## src/rtl/mseq_pkg.sv

```systemverilog
package mseq_pkg;

  // Operation class held in instruction bits [2:0].
  typedef enum logic [2:0] {
    CLS_ADDI   = 3'd0,
    CLS_CARRY  = 3'd1,
    CLS_PARAM  = 3'd2,
    CLS_GEN3   = 3'd3,
    CLS_GEN4   = 3'd4,
    CLS_GEN5   = 3'd5,
    CLS_RESV   = 3'd6,
    CLS_BRANCH = 3'd7
  } opClass_e;

  localparam int CLS_LSB   = 0;
  localparam int CLS_W     = 3;
  localparam int COND_BIT  = 5;
  localparam int ANNUL_BIT = 6;
  localparam int EXIT_BIT  = 7;
  localparam int SRCA_LSB  = 11;
  localparam int SRCB_LSB  = 14;
  localparam int OFF_LSB   = 14;

  typedef enum logic [0:0] {
    ST_IDLE = 1'b0,
    ST_RUN  = 1'b1
  } seqState_e;

  // Strobes from control to datapath.
  typedef struct packed {
    logic clearAll;
    logic commit;
  } dpStrobe_t;

endpackage

```

## src/rtl/macro_seq_dp.sv

```systemverilog
module macro_seq_dp
  import mseq_pkg::*;
#(
  parameter int DATA_W   = 32,
  parameter int NUM_REGS = 8,
  parameter int PIDX_W   = 8
) (
  input  logic                        clk,
  input  logic                        rstN,
  input  dpStrobe_t                   strobe,
  input  logic [DATA_W-1:0]           firstParam,
  input  logic [DATA_W-1:0]           instWord,
  input  logic                        wbEn,
  input  logic [$clog2(NUM_REGS)-1:0] wbReg,
  input  logic [DATA_W-1:0]           wbData,
  input  logic                        carryWe,
  input  logic                        carryIn,
  input  logic                        paramFetch,
  output logic [DATA_W-1:0]           srcAVal,
  output logic [DATA_W-1:0]           srcBVal,
  output logic                        carryFlag,
  output logic [PIDX_W-1:0]           paramIndex
);

  localparam int REG_IDX_W = $clog2(NUM_REGS);

  logic [NUM_REGS-1:0][DATA_W-1:0] regFile;
  logic [REG_IDX_W-1:0] srcAIdx;
  logic [REG_IDX_W-1:0] srcBIdx;

  assign srcAIdx = instWord[SRCA_LSB +: REG_IDX_W];
  assign srcBIdx = instWord[SRCB_LSB +: REG_IDX_W];

  for (genvar gi = 0; gi < NUM_REGS; gi++) begin : g_reg
    if (gi == 0) begin : g_zero
      assign regFile[gi] = '0;
    end else begin : g_live
      logic [DATA_W-1:0] regQ;
      logic              wrHit;
      assign wrHit = strobe.commit && wbEn && (wbReg == REG_IDX_W'(gi));
      always_ff @(posedge clk or negedge rstN) begin
        if (!rstN) begin
          regQ <= '0;
        end else if (strobe.clearAll) begin
          regQ <= (gi == 1) ? firstParam : '0;
        end else if (wrHit) begin
          regQ <= wbData;
        end
      end
      assign regFile[gi] = regQ;
    end
  end

  assign srcAVal = regFile[srcAIdx];
  assign srcBVal = regFile[srcBIdx];

  always_ff @(posedge clk or negedge rstN) begin
    if (!rstN) begin
      carryFlag <= 1'b0;
    end else if (strobe.clearAll) begin
      carryFlag <= 1'b0;
    end else if (strobe.commit && carryWe) begin
      carryFlag <= carryIn;
    end
  end

  always_ff @(posedge clk or negedge rstN) begin
    if (!rstN) begin
      paramIndex <= '0;
    end else if (strobe.clearAll) begin
      paramIndex <= PIDX_W'(1);
    end else if (strobe.commit && paramFetch) begin
      paramIndex <= paramIndex + PIDX_W'(1);
    end
  end

endmodule

```

## src/rtl/macro_seq_ctrl.sv

```systemverilog
module macro_seq_ctrl
  import mseq_pkg::*;
#(
  parameter int DATA_W  = 32,
  parameter int IADDR_W = 6
) (
  input  logic               clk,
  input  logic               rstN,
  input  logic               start,
  input  logic [IADDR_W:0]   progWords,
  input  logic [DATA_W-1:0]  instWord,
  input  logic [DATA_W-1:0]  srcAVal,
  output logic [IADDR_W-1:0] imemAddr,
  output logic               issue,
  output logic               inDelaySlot,
  output logic               busy,
  output logic               done,
  output logic               error,
  output dpStrobe_t          strobe
);

  // One spare word bit so a pc past the last memory word stays detectable.
  localparam int PC_W = IADDR_W + 3;

  seqState_e       stateQ;
  logic [PC_W-1:0] pcQ;
  logic [PC_W-1:0] slotTargetQ;
  logic            inSlotQ;
  logic            slotExitQ;
  logic            doneQ;
  logic            errorQ;

  opClass_e        cls;
  logic            running;
  logic            isBranch;
  logic            exitFlag;
  logic            annul;
  logic            condNz;
  logic            srcIsZero;
  logic            taken;
  logic            pcBeyond;
  logic            faultNow;
  logic            startAccept;
  logic [IADDR_W:0] wordIdx;
  logic [PC_W-1:0] offPc;
  logic [PC_W-1:0] pcNext;
  logic [PC_W-1:0] target;

  always_comb begin
    cls       = opClass_e'(instWord[CLS_LSB +: CLS_W]);
    running   = (stateQ == ST_RUN);
    isBranch  = (cls == CLS_BRANCH);
    exitFlag  = instWord[EXIT_BIT];
    annul     = instWord[ANNUL_BIT];
    condNz    = instWord[COND_BIT];
    srcIsZero = (srcAVal == '0);
    taken     = isBranch && (condNz ? !srcIsZero : srcIsZero);
    wordIdx   = pcQ[PC_W-1:2];
    pcBeyond  = (wordIdx >= progWords);
    faultNow  = running && (pcBeyond || (cls == CLS_RESV) || (isBranch && inSlotQ));
    offPc     = instWord[OFF_LSB +: PC_W];
    pcNext    = pcQ + PC_W'(4);
    target    = pcQ + offPc;
    startAccept = start && !running;
  end

  always_ff @(posedge clk or negedge rstN) begin
    if (!rstN) begin
      stateQ      <= ST_IDLE;
      pcQ         <= '0;
      slotTargetQ <= '0;
      inSlotQ     <= 1'b0;
      slotExitQ   <= 1'b0;
      doneQ       <= 1'b0;
      errorQ      <= 1'b0;
    end else begin
      doneQ <= 1'b0;
      if (startAccept) begin
        stateQ    <= ST_RUN;
        pcQ       <= '0;
        inSlotQ   <= 1'b0;
        slotExitQ <= 1'b0;
        errorQ    <= 1'b0;
      end else if (running) begin
        if (faultNow) begin
          stateQ  <= ST_IDLE;
          errorQ  <= 1'b1;
          inSlotQ <= 1'b0;
        end else if (inSlotQ) begin
          inSlotQ <= 1'b0;
          if (slotExitQ) begin
            stateQ <= ST_IDLE;
            doneQ  <= 1'b1;
          end else begin
            pcQ <= slotTargetQ;
          end
        end else if (taken && annul) begin
          pcQ <= target;
        end else if (taken) begin
          pcQ         <= pcNext;
          slotTargetQ <= target;
          inSlotQ     <= 1'b1;
          slotExitQ   <= 1'b0;
        end else if (exitFlag) begin
          pcQ       <= pcNext;
          inSlotQ   <= 1'b1;
          slotExitQ <= 1'b1;
        end else begin
          pcQ <= pcNext;
        end
      end
    end
  end

  assign imemAddr        = pcQ[IADDR_W+1:2];
  assign issue           = running && !faultNow;
  assign inDelaySlot     = inSlotQ;
  assign busy            = running;
  assign done            = doneQ;
  assign error           = errorQ;
  assign strobe.clearAll = startAccept;
  assign strobe.commit   = issue;

endmodule

```

## src/rtl/macro_seq.sv

```systemverilog
module macro_seq
  import mseq_pkg::*;
#(
  parameter int DATA_W   = 32,
  parameter int IADDR_W  = 6,
  parameter int NUM_REGS = 8,
  parameter int PIDX_W   = 8
) (
  input  logic                        clk,
  input  logic                        rstN,
  input  logic                        start,
  input  logic [DATA_W-1:0]           firstParam,
  input  logic [IADDR_W:0]            progWords,
  output logic [IADDR_W-1:0]          imemAddr,
  input  logic [DATA_W-1:0]           imemData,
  output logic                        issue,
  output logic [DATA_W-1:0]           instWord,
  output logic                        inDelaySlot,
  output logic [DATA_W-1:0]           srcAVal,
  output logic [DATA_W-1:0]           srcBVal,
  output logic                        carryFlag,
  output logic [PIDX_W-1:0]           paramIndex,
  input  logic                        wbEn,
  input  logic [$clog2(NUM_REGS)-1:0] wbReg,
  input  logic [DATA_W-1:0]           wbData,
  input  logic                        carryWe,
  input  logic                        carryIn,
  input  logic                        paramFetch,
  output logic                        busy,
  output logic                        done,
  output logic                        error
);

  dpStrobe_t strobe;

  assign instWord = imemData;

  macro_seq_ctrl #(
    .DATA_W (DATA_W),
    .IADDR_W(IADDR_W)
  ) ctrl_i (
    .clk        (clk),
    .rstN       (rstN),
    .start      (start),
    .progWords  (progWords),
    .instWord   (imemData),
    .srcAVal    (srcAVal),
    .imemAddr   (imemAddr),
    .issue      (issue),
    .inDelaySlot(inDelaySlot),
    .busy       (busy),
    .done       (done),
    .error      (error),
    .strobe     (strobe)
  );

  macro_seq_dp #(
    .DATA_W  (DATA_W),
    .NUM_REGS(NUM_REGS),
    .PIDX_W  (PIDX_W)
  ) dp_i (
    .clk       (clk),
    .rstN      (rstN),
    .strobe    (strobe),
    .firstParam(firstParam),
    .instWord  (imemData),
    .wbEn      (wbEn),
    .wbReg     (wbReg),
    .wbData    (wbData),
    .carryWe   (carryWe),
    .carryIn   (carryIn),
    .paramFetch(paramFetch),
    .srcAVal   (srcAVal),
    .srcBVal   (srcBVal),
    .carryFlag (carryFlag),
    .paramIndex(paramIndex)
  );

endmodule

```

## config.mk

```make
export PLATFORM = sky130hd
export DESIGN_NAME = macro_seq
export DESIGN_NICKNAME = d
export VERILOG_FILES = /design/src/rtl/mseq_pkg.sv /design/src/rtl/macro_seq_dp.sv /design/src/rtl/macro_seq_ctrl.sv /design/src/rtl/macro_seq.sv
export SDC_FILE = /design/constraint.sdc
export NUM_CORES = 1
export LEC_CHECK = 0
export ABC_CLOCK_PERIOD_IN_PS = 3300
export BUFFER_PORTS_ARGS = -buffer_cell sky130_fd_sc_hd__buf_2
export CAP_MARGIN = 5
export CORE_MARGIN = 2
export CORE_UTILIZATION = 45
export DETAILED_ROUTE_END_ITERATION = 10
export GPL_ROUTABILITY_DRIVEN = 0
export PLACE_DENSITY = 0.66
export SYNTH_ARGS = -nofsm -noshare
export SYNTH_HDL_FRONTEND = slang
export SYNTH_SLANG_ARGS = --single-unit
```

## constraint.sdc

```tcl
create_clock -name clk -period 3.3 [get_ports clk]
set_input_delay 0.165 -clock clk [delete_from_list [all_inputs] [get_ports clk]]
set_output_delay 0.165 -clock clk [all_outputs]
set_load 0.03 [all_outputs]
```

# Word level (Yosys, flattened, before mapping)
# Index checks and enable logic that the tools add are counted.
[totals]
in_bits = 113
regBits = 256
elab_cells = 133
[classes]
n_bitwise = 4
reduce_logical = 38
magnitude_cmp = 3
muxes = 56
add_sub_neg = 3
eq_ne = 13
[op_table]
columns = ["operator", "n"]
rows = [
  ["32-bit 2-to-1 mux", 16],
  ["32-bit binary-select mux with 3-bit select", 2],
  ["9-bit 2-to-1 mux", 6],
  ["32-bit logical NOT", 1],
  ["1-bit 2-to-1 mux", 30],
  ["2-bit nonzero test", 11],
  ["3-bit == test (second input constant)", 6],
  ["1-bit logical AND", 16],
  ["8-bit 2-to-1 mux", 2],
  ["9-bit by 3-bit adder with 9-bit output (second input constant)", 1],
  ["9-bit adder", 1],
  ["8-bit by 1-bit adder with 8-bit output (second input constant)", 1],
  ["3-bit by 4-bit < comparator with 1-bit output (second input constant)", 2],
  ["7-bit >= comparator", 1],
  ["3-bit by 2-bit == test with 1-bit output (second input constant)", 2],
  ["6-bit AND reduction", 1],
  ["5-bit AND reduction", 1],
  ["2-bit inequality test (second input constant)", 2],
  ["1-bit inverter", 4],
  ["3-bit by 1-bit == test with 1-bit output (second input constant)", 1],
  ["1-bit logical NOT", 3],
  ["3-bit inequality test (second input constant)", 1],
  ["3-bit AND reduction", 1],
  ["3-bit nonzero test", 1],
  ["other kinds (3)", 4],
]

# Depth between registers and ports, before layout
[depth]
depth_word = 12
ltp_mapped = 13
depth_no_buf = 11

# Modules after synthesis
# From an unflattened synthesis, not the netlist that was laid out.
[unflattened]
cells_unflattened = 1722
hier_area_um2 = 16036.6
[modules_own_cells]
columns = ["mod", "area_each_um2", "cells_each", "n_inst", "seq_area_each_um2"]
rows = [
  ["macro_seq_dp", 13905.8, 1483, 1, 5830.6],
  ["macro_seq_ctrl", 1890.6, 207, 1, 575.6],
  ["macro_seq", 240.2, 32, 1, 0.0],
]

# Least setup slack after synthesis
# OpenSTA, ideal clock, no wires.
[synth_path]
kind = "register to register"
start = "register ctrl_i.pcQ[2]"
end = "register dp_i.g_reg[4].g_live.regQ[10]"
setup_slack_ns = 0.441
synth_period_minus_slack_ns = 2.859
path_stages_with_launch = 14
t_arrival_ns = 2.729
t_required_ns = 3.170
path_cell_list = "dfrtp_1 -> inv_1 -> ha_1 -> nand2b_1 -> a21o_1 -> a21o_1 -> a21oi_1 -> o211ai_1 -> inv_1 -> buf_2 -> nand4_1 -> clkbuf_1 -> nand3_1 -> o21ai_0"
[synth_between]
elab_chain_len = 9
[synth_rtl]
columns = ["item", "line", "rtl"]
rows = [
  ["start, declared", "macro_seq_ctrl.sv:26", "logic [PC_W-1:0] pcQ;"],
  ["start signal, assigned", "macro_seq_ctrl.sv:95", "pcQ <= slotTargetQ;"],
  ["start signal, assigned", "macro_seq_ctrl.sv:98", "pcQ <= target;"],
  ["start signal, assigned", "macro_seq_ctrl.sv:100", "pcQ <= pcNext;"],
  ["7-bit >= comparator", "macro_seq_ctrl.sv:59", "pcBeyond = (wordIdx >= progWords);"],
  ["1-bit logical OR (2 in a row)", "macro_seq_ctrl.sv:60", "faultNow = running && (pcBeyond || (cls == CLS_RESV) || (isBranch && inSlotQ));"],
  ["1-bit logical AND", "macro_seq_ctrl.sv:60", ""],
  ["1-bit logical NOT", "macro_seq_ctrl.sv:116", "assign issue = running && !faultNow;"],
  ["1-bit logical AND", "macro_seq_ctrl.sv:116", ""],
  ["named net issue", "macro_seq.sv:16", "output logic issue,"],
  ["1-bit logical AND (2 in a row)", "macro_seq_dp.sv:40", "assign wrHit = strobe.commit && wbEn && (wbReg == REG_IDX_W'(gi));"],
  ["2-bit nonzero test (no source line)", "-", ""],
  ["end signal, assigned", "macro_seq_dp.sv:45", "regQ <= (gi == 1) ? firstParam : '0;"],
  ["end signal, assigned", "macro_seq_dp.sv:47", "regQ <= wbData;"],
  ["end, declared", "macro_seq_dp.sv:38", "logic [DATA_W-1:0] regQ;"],
]
# The timed path passes the listed nets, and every way through them passes these cells.
# A chain may end at the register's enable or synchronous reset.

# Worst setup path after layout
[layout_path]
start = "register dp_i.g_reg[3].g_live.regQ[8]"
end = "register ctrl_i.slotTargetQ[2]"
[layout_between]
elab_chain_len = 9
[layout_rtl]
columns = ["item", "line", "rtl"]
rows = [
  ["start, declared", "macro_seq_dp.sv:38", ""],
  ["start signal, assigned", "macro_seq_dp.sv:45", ""],
  ["start signal, assigned", "macro_seq_dp.sv:47", ""],
  ["32-bit binary-select mux with 3-bit select *", "macro_seq_dp.sv:54", "assign srcAVal = regFile[srcAIdx];"],
  ["32-bit 2-to-1 mux (not written as such) *", "macro_seq_dp.sv:54", ""],
  ["32-bit logical NOT *", "macro_seq_ctrl.sv:56", "srcIsZero = (srcAVal == '0);"],
  ["1-bit logical NOT", "macro_seq_ctrl.sv:57", "taken = isBranch && (condNz ? !srcIsZero : srcIsZero);"],
  ["1-bit 2-to-1 mux *", "macro_seq_ctrl.sv:57", ""],
  ["1-bit logical AND *", "macro_seq_ctrl.sv:57", ""],
  ["1-bit logical AND", "macro_seq_ctrl.sv:97", "end else if (taken && annul) begin"],
  ["1-bit inverter (no source line)", "-", ""],
  ["6-bit AND reduction (no source line) *", "-", ""],
  ["end signal, assigned", "macro_seq_ctrl.sv:101", "slotTargetQ <= target;"],
  ["end, declared", "macro_seq_ctrl.sv:27", "logic [PC_W-1:0] slotTargetQ;"],
]
# Mark *: on every way between the ends. The rest lies on a longest branch, timed or not. The select of a mux whose other input is x is not followed.

==> results by group <==
Run status
  • Status: finished clean

Routing
  • Routed len/inst: 19.9 um
  • DRC viols: 0
  • Met2 wire len: 20.9 mm
  • Vias: 13.3k
  • Routed wire length: 44.8 mm
  • Met3 routed WL: 2.97 mm
  • Drt first-iter violations: 1020
  • Remaining antenna violation count: 0
  • Vias per std cell: 5.88
  • Top Metal Used: met4
  • DR pass1 iterations: 5
  • M1 WL: 19.1 mm

Yosys
  • Syn Area/Cell: 9.36 um^2
  • Yosys cell types: 49
  • Number of synthesized flops with an enable pin: 0
  • Seq/Total Area, Yosys: 42.9%
  • Synth async-reset ratio: 100%
  • Synth top area share: 42.9%
  • Ranking of synthesized cells by area: dfrtp_1 (43%), o21ai_0 (7.9%), mux2_2 (6.2%), nand3_1 (5.8%), mux2i_1 (5.0%)
  • Post-synthesis cell area: 14900 um^2
  • Most frequent cell after synthesis: dfrtp_1
  • Cells after Synth: 1594
  • Synth area leader: dfrtp_1
  • Synth top cells by count: dfrtp_1 (256), o21ai_0 (236), nand2_1 (183)
  • Dominant synthesized flop cell: dfrtp_1
  • Syn nets: 1725
  • FF+latch count, synth: 256
  • Synthesis warning total: 0

Critical path
  • Top delay family on crit path: simple AND/OR/NAND/NOR gates
  • Critical path required time: 3.72 ns
  • Critical-path cell list: mux2_1, a221oi_1, o22ai_1, nor4_2, buf_4, and4_1, mux2i_1, and3_1, buf_12, mux2_4
  • Slowest cell on the critical path: nor4_2
  • CP Buf/Inv Count: 2
  • Crit path DAT: 3.55 ns
  • Critical Path Source Type: flip-flop
  • Max stage delay on crit path: 0.46 ns
  • Critical path startpoint: dp_i.g_reg[3].g_live.regQ[8]
  • CP endpoint kind: flip-flop
  • Kind of critical path: flip-flop to flip-flop
  • Worst R2R Start: dp_i.g_reg[3].g_live.regQ[8]
  • Crit Path Max Fanout: 9

Timing
  • Unrepaired setup endpoints after global routing: false
  • Slew Viols, Final: 0
  • Setup TNS: 0 ns
  • Hold_ws: 0.0468 ns
  • Period utilization: 94.9%
  • FMAX: 0.319 GHz
  • Final hold vios: 0
  • Max Clock Skew: 0.0151 ns
  • Minimum clock period after layout: 3.13 ns
  • Final setup fails: 0
  • Worst-Margin Slew: 0.776 ns
  • Relative slew margins: 48.3%

Power
  • PwrDens: 630 nW/um^2
  • Leak: 0.00839 uW
  • Maximum VDD drop: 0.484 mV

Finish
  • Area Growth Syn to Fin: 20.6%
  • # nets final: 1918
  • Layout cells sized above 1: 25.1%
  • Filler-free cell count of the finished design: 2252
  • Post-route cell area: 18000 um^2
  • # fillers: 2949

Clocking
  • Post-CTS Setup Inserts: 0
  • Clk_lat worst skew: 0.54 ns
  • CTS root buffer: clkbuf_16
  • Max clock buf depth: 3
  • Clock transition at path regs: 0.06 ns
  • Clk sinks: 256
  • TritonCTS clock tree: done
  • H-Tree Depth: 1
  • Num CTS Buffers: 28

Hold path
  • Worst Hold Class: input pin to flip-flop
  • Hold_sp: imemData[14]

Run
  • Max-cap violations: 0

Floorplan
  • Starting density of the core: 45.7%
  • Die area: 34600 um^2
  • CORE AREA: 32600 um^2
  • DIE HEIGHT: 186 um
  • Die X: 186 um
  • Ports: 229
  • Std cell rows: 66

Global route
  • Pin count of the biggest net entering global routing: 98
  • First-pass GRT wire length: 71.0 mm
  • Vias in the first global route: 13.1k
  • Antenna violations before repair: 2
  • GRT overflow: 0
  • GRT Total Usage: 26.0%

Place
  • Placed Cells: 2129
  • Buffers on Ports: 200
  • DP HPWL: 28.9 mm
  • Dpl cell area: 16300 um^2
-- where the power goes --
group	internal, uW	switching [uW]
clock	2020	1280
sequential	3730	550
combinational	1450	2310
-- area by class of cell --
class	instances	area, um^2	area share, %
Clock inverter	4	70.1	0.389
Tap cell	442	553	3.07
Inverter	21	78.8	0.438
Antenna cell	2	5.00	0.0278
Timing Repair Buffer	340	2380	13.2
Clock buffer	47	913	5.07
Sequential cell	256	6410	35.6
Multi-Input combinational cell	1140	7590	42.2
-- placed cells by master (no fill, tap or decap), drive strengths merged, types with 2 or more instances in the layout --
master and count:
a21o 4, a21oi 44, a221oi 33, a31oi 36
and3 4, buf 270, bufinv 2, clkbuf 47
clkinv 2, dfrtp 256, diode 2, dlygate4sd3 70
ha 17, inv 21, mux2 104, mux2i 74
mux4 32, nand2 183, nand2b 4, nand3 172
nand4 4, nor2 83, nor2b 7, nor3 10
nor4 4, o2111ai 2, o211ai 3, o21ai 236
o22ai 48, o31ai 2, or2 2, or3 3
xnor2 10, xor2 7
-- worst register-to-register path: cells and delay by family, from the launching register on --
kind            cells  cell delay (ns)
simple gates        3             0.97
compound gates      2             0.46
flops               1             0.41
mux                 3             0.85
buf+inv             2             0.33
-- logic make-up after synthesis --
family / synth area share [%]
and+or+nand+nor: 14.1
AOI/OAI and AO/OA: 16.1
DFF: 42.9
muxes: 17.8
buffers and inverters: 6.49
adders and majority gates: 1.56
xor gates and xnor gates: 0.998
-- state kept, by name, summed over array words and instances, names as in the netlist --
name and count:
ctrl_i.error 1, ctrl_i.inDelaySlot 1, ctrl_i.done 1, dp_i.g.g_live.regQ 224, ctrl_i.pcQ 9, dp_i.paramIndex 8, ctrl_i.busy 1, dp_i.carryFlag 1
ctrl_i.slotExitQ 1, ctrl_i.slotTargetQ 9
-- per-layer routing --
metal	up-vias	global-route usage (%)
met5	-	0
met4	0	10.2
met3	122	3.46
met2	533	42.8
met1	6440	34.8
li1	6158	-
-- final timing paths --
kind,end,slack (ns),cells past startpoint
min in group asynchronous,dp_i.g_reg[1].g_live.regQ[17],0.23,2
hold / removal,ctrl_i.slotTargetQ[0],0.05,3
setup reg to reg,ctrl_i.slotTargetQ[2],0.17,10
max in group asynchronous,dp_i.g_reg[6].g_live.regQ[15],2.17,3
setup / recovery,ctrl_i.slotTargetQ[2],0.17,10
hold reg to reg,dp_i.g_reg[4].g_live.regQ[25],0.52,2
-- what timing repair did --
item | 4_1_cts | 5_1_grt
endpoints found under the setup margin | 1 | 57
endpoints found under the hold margin | 179 | 0
hold buffers | 70 | 0
gates resized for setup | 1 | 2
-- per-stage QoR --
| stage | utilization [%] | setup WS, ns | total power (uW) |
|---|---|---|---|
| 5_1_grt | 55.2 | 0.0172 | 12000 |
| 3_5_place_dp | 50.0 | -0.266 | 7990 |
| 3_3_place_gp | 50.0 | -0.244 | 7910 |
| 4_1_cts | 55.1 | 0.0522 | 11400 |
| 2_1_floorplan | - | 0.441 | 6780 |
| 6_report | 55.2 | 0.169 | 11300 |
Power figures use the tool's default switching activity.
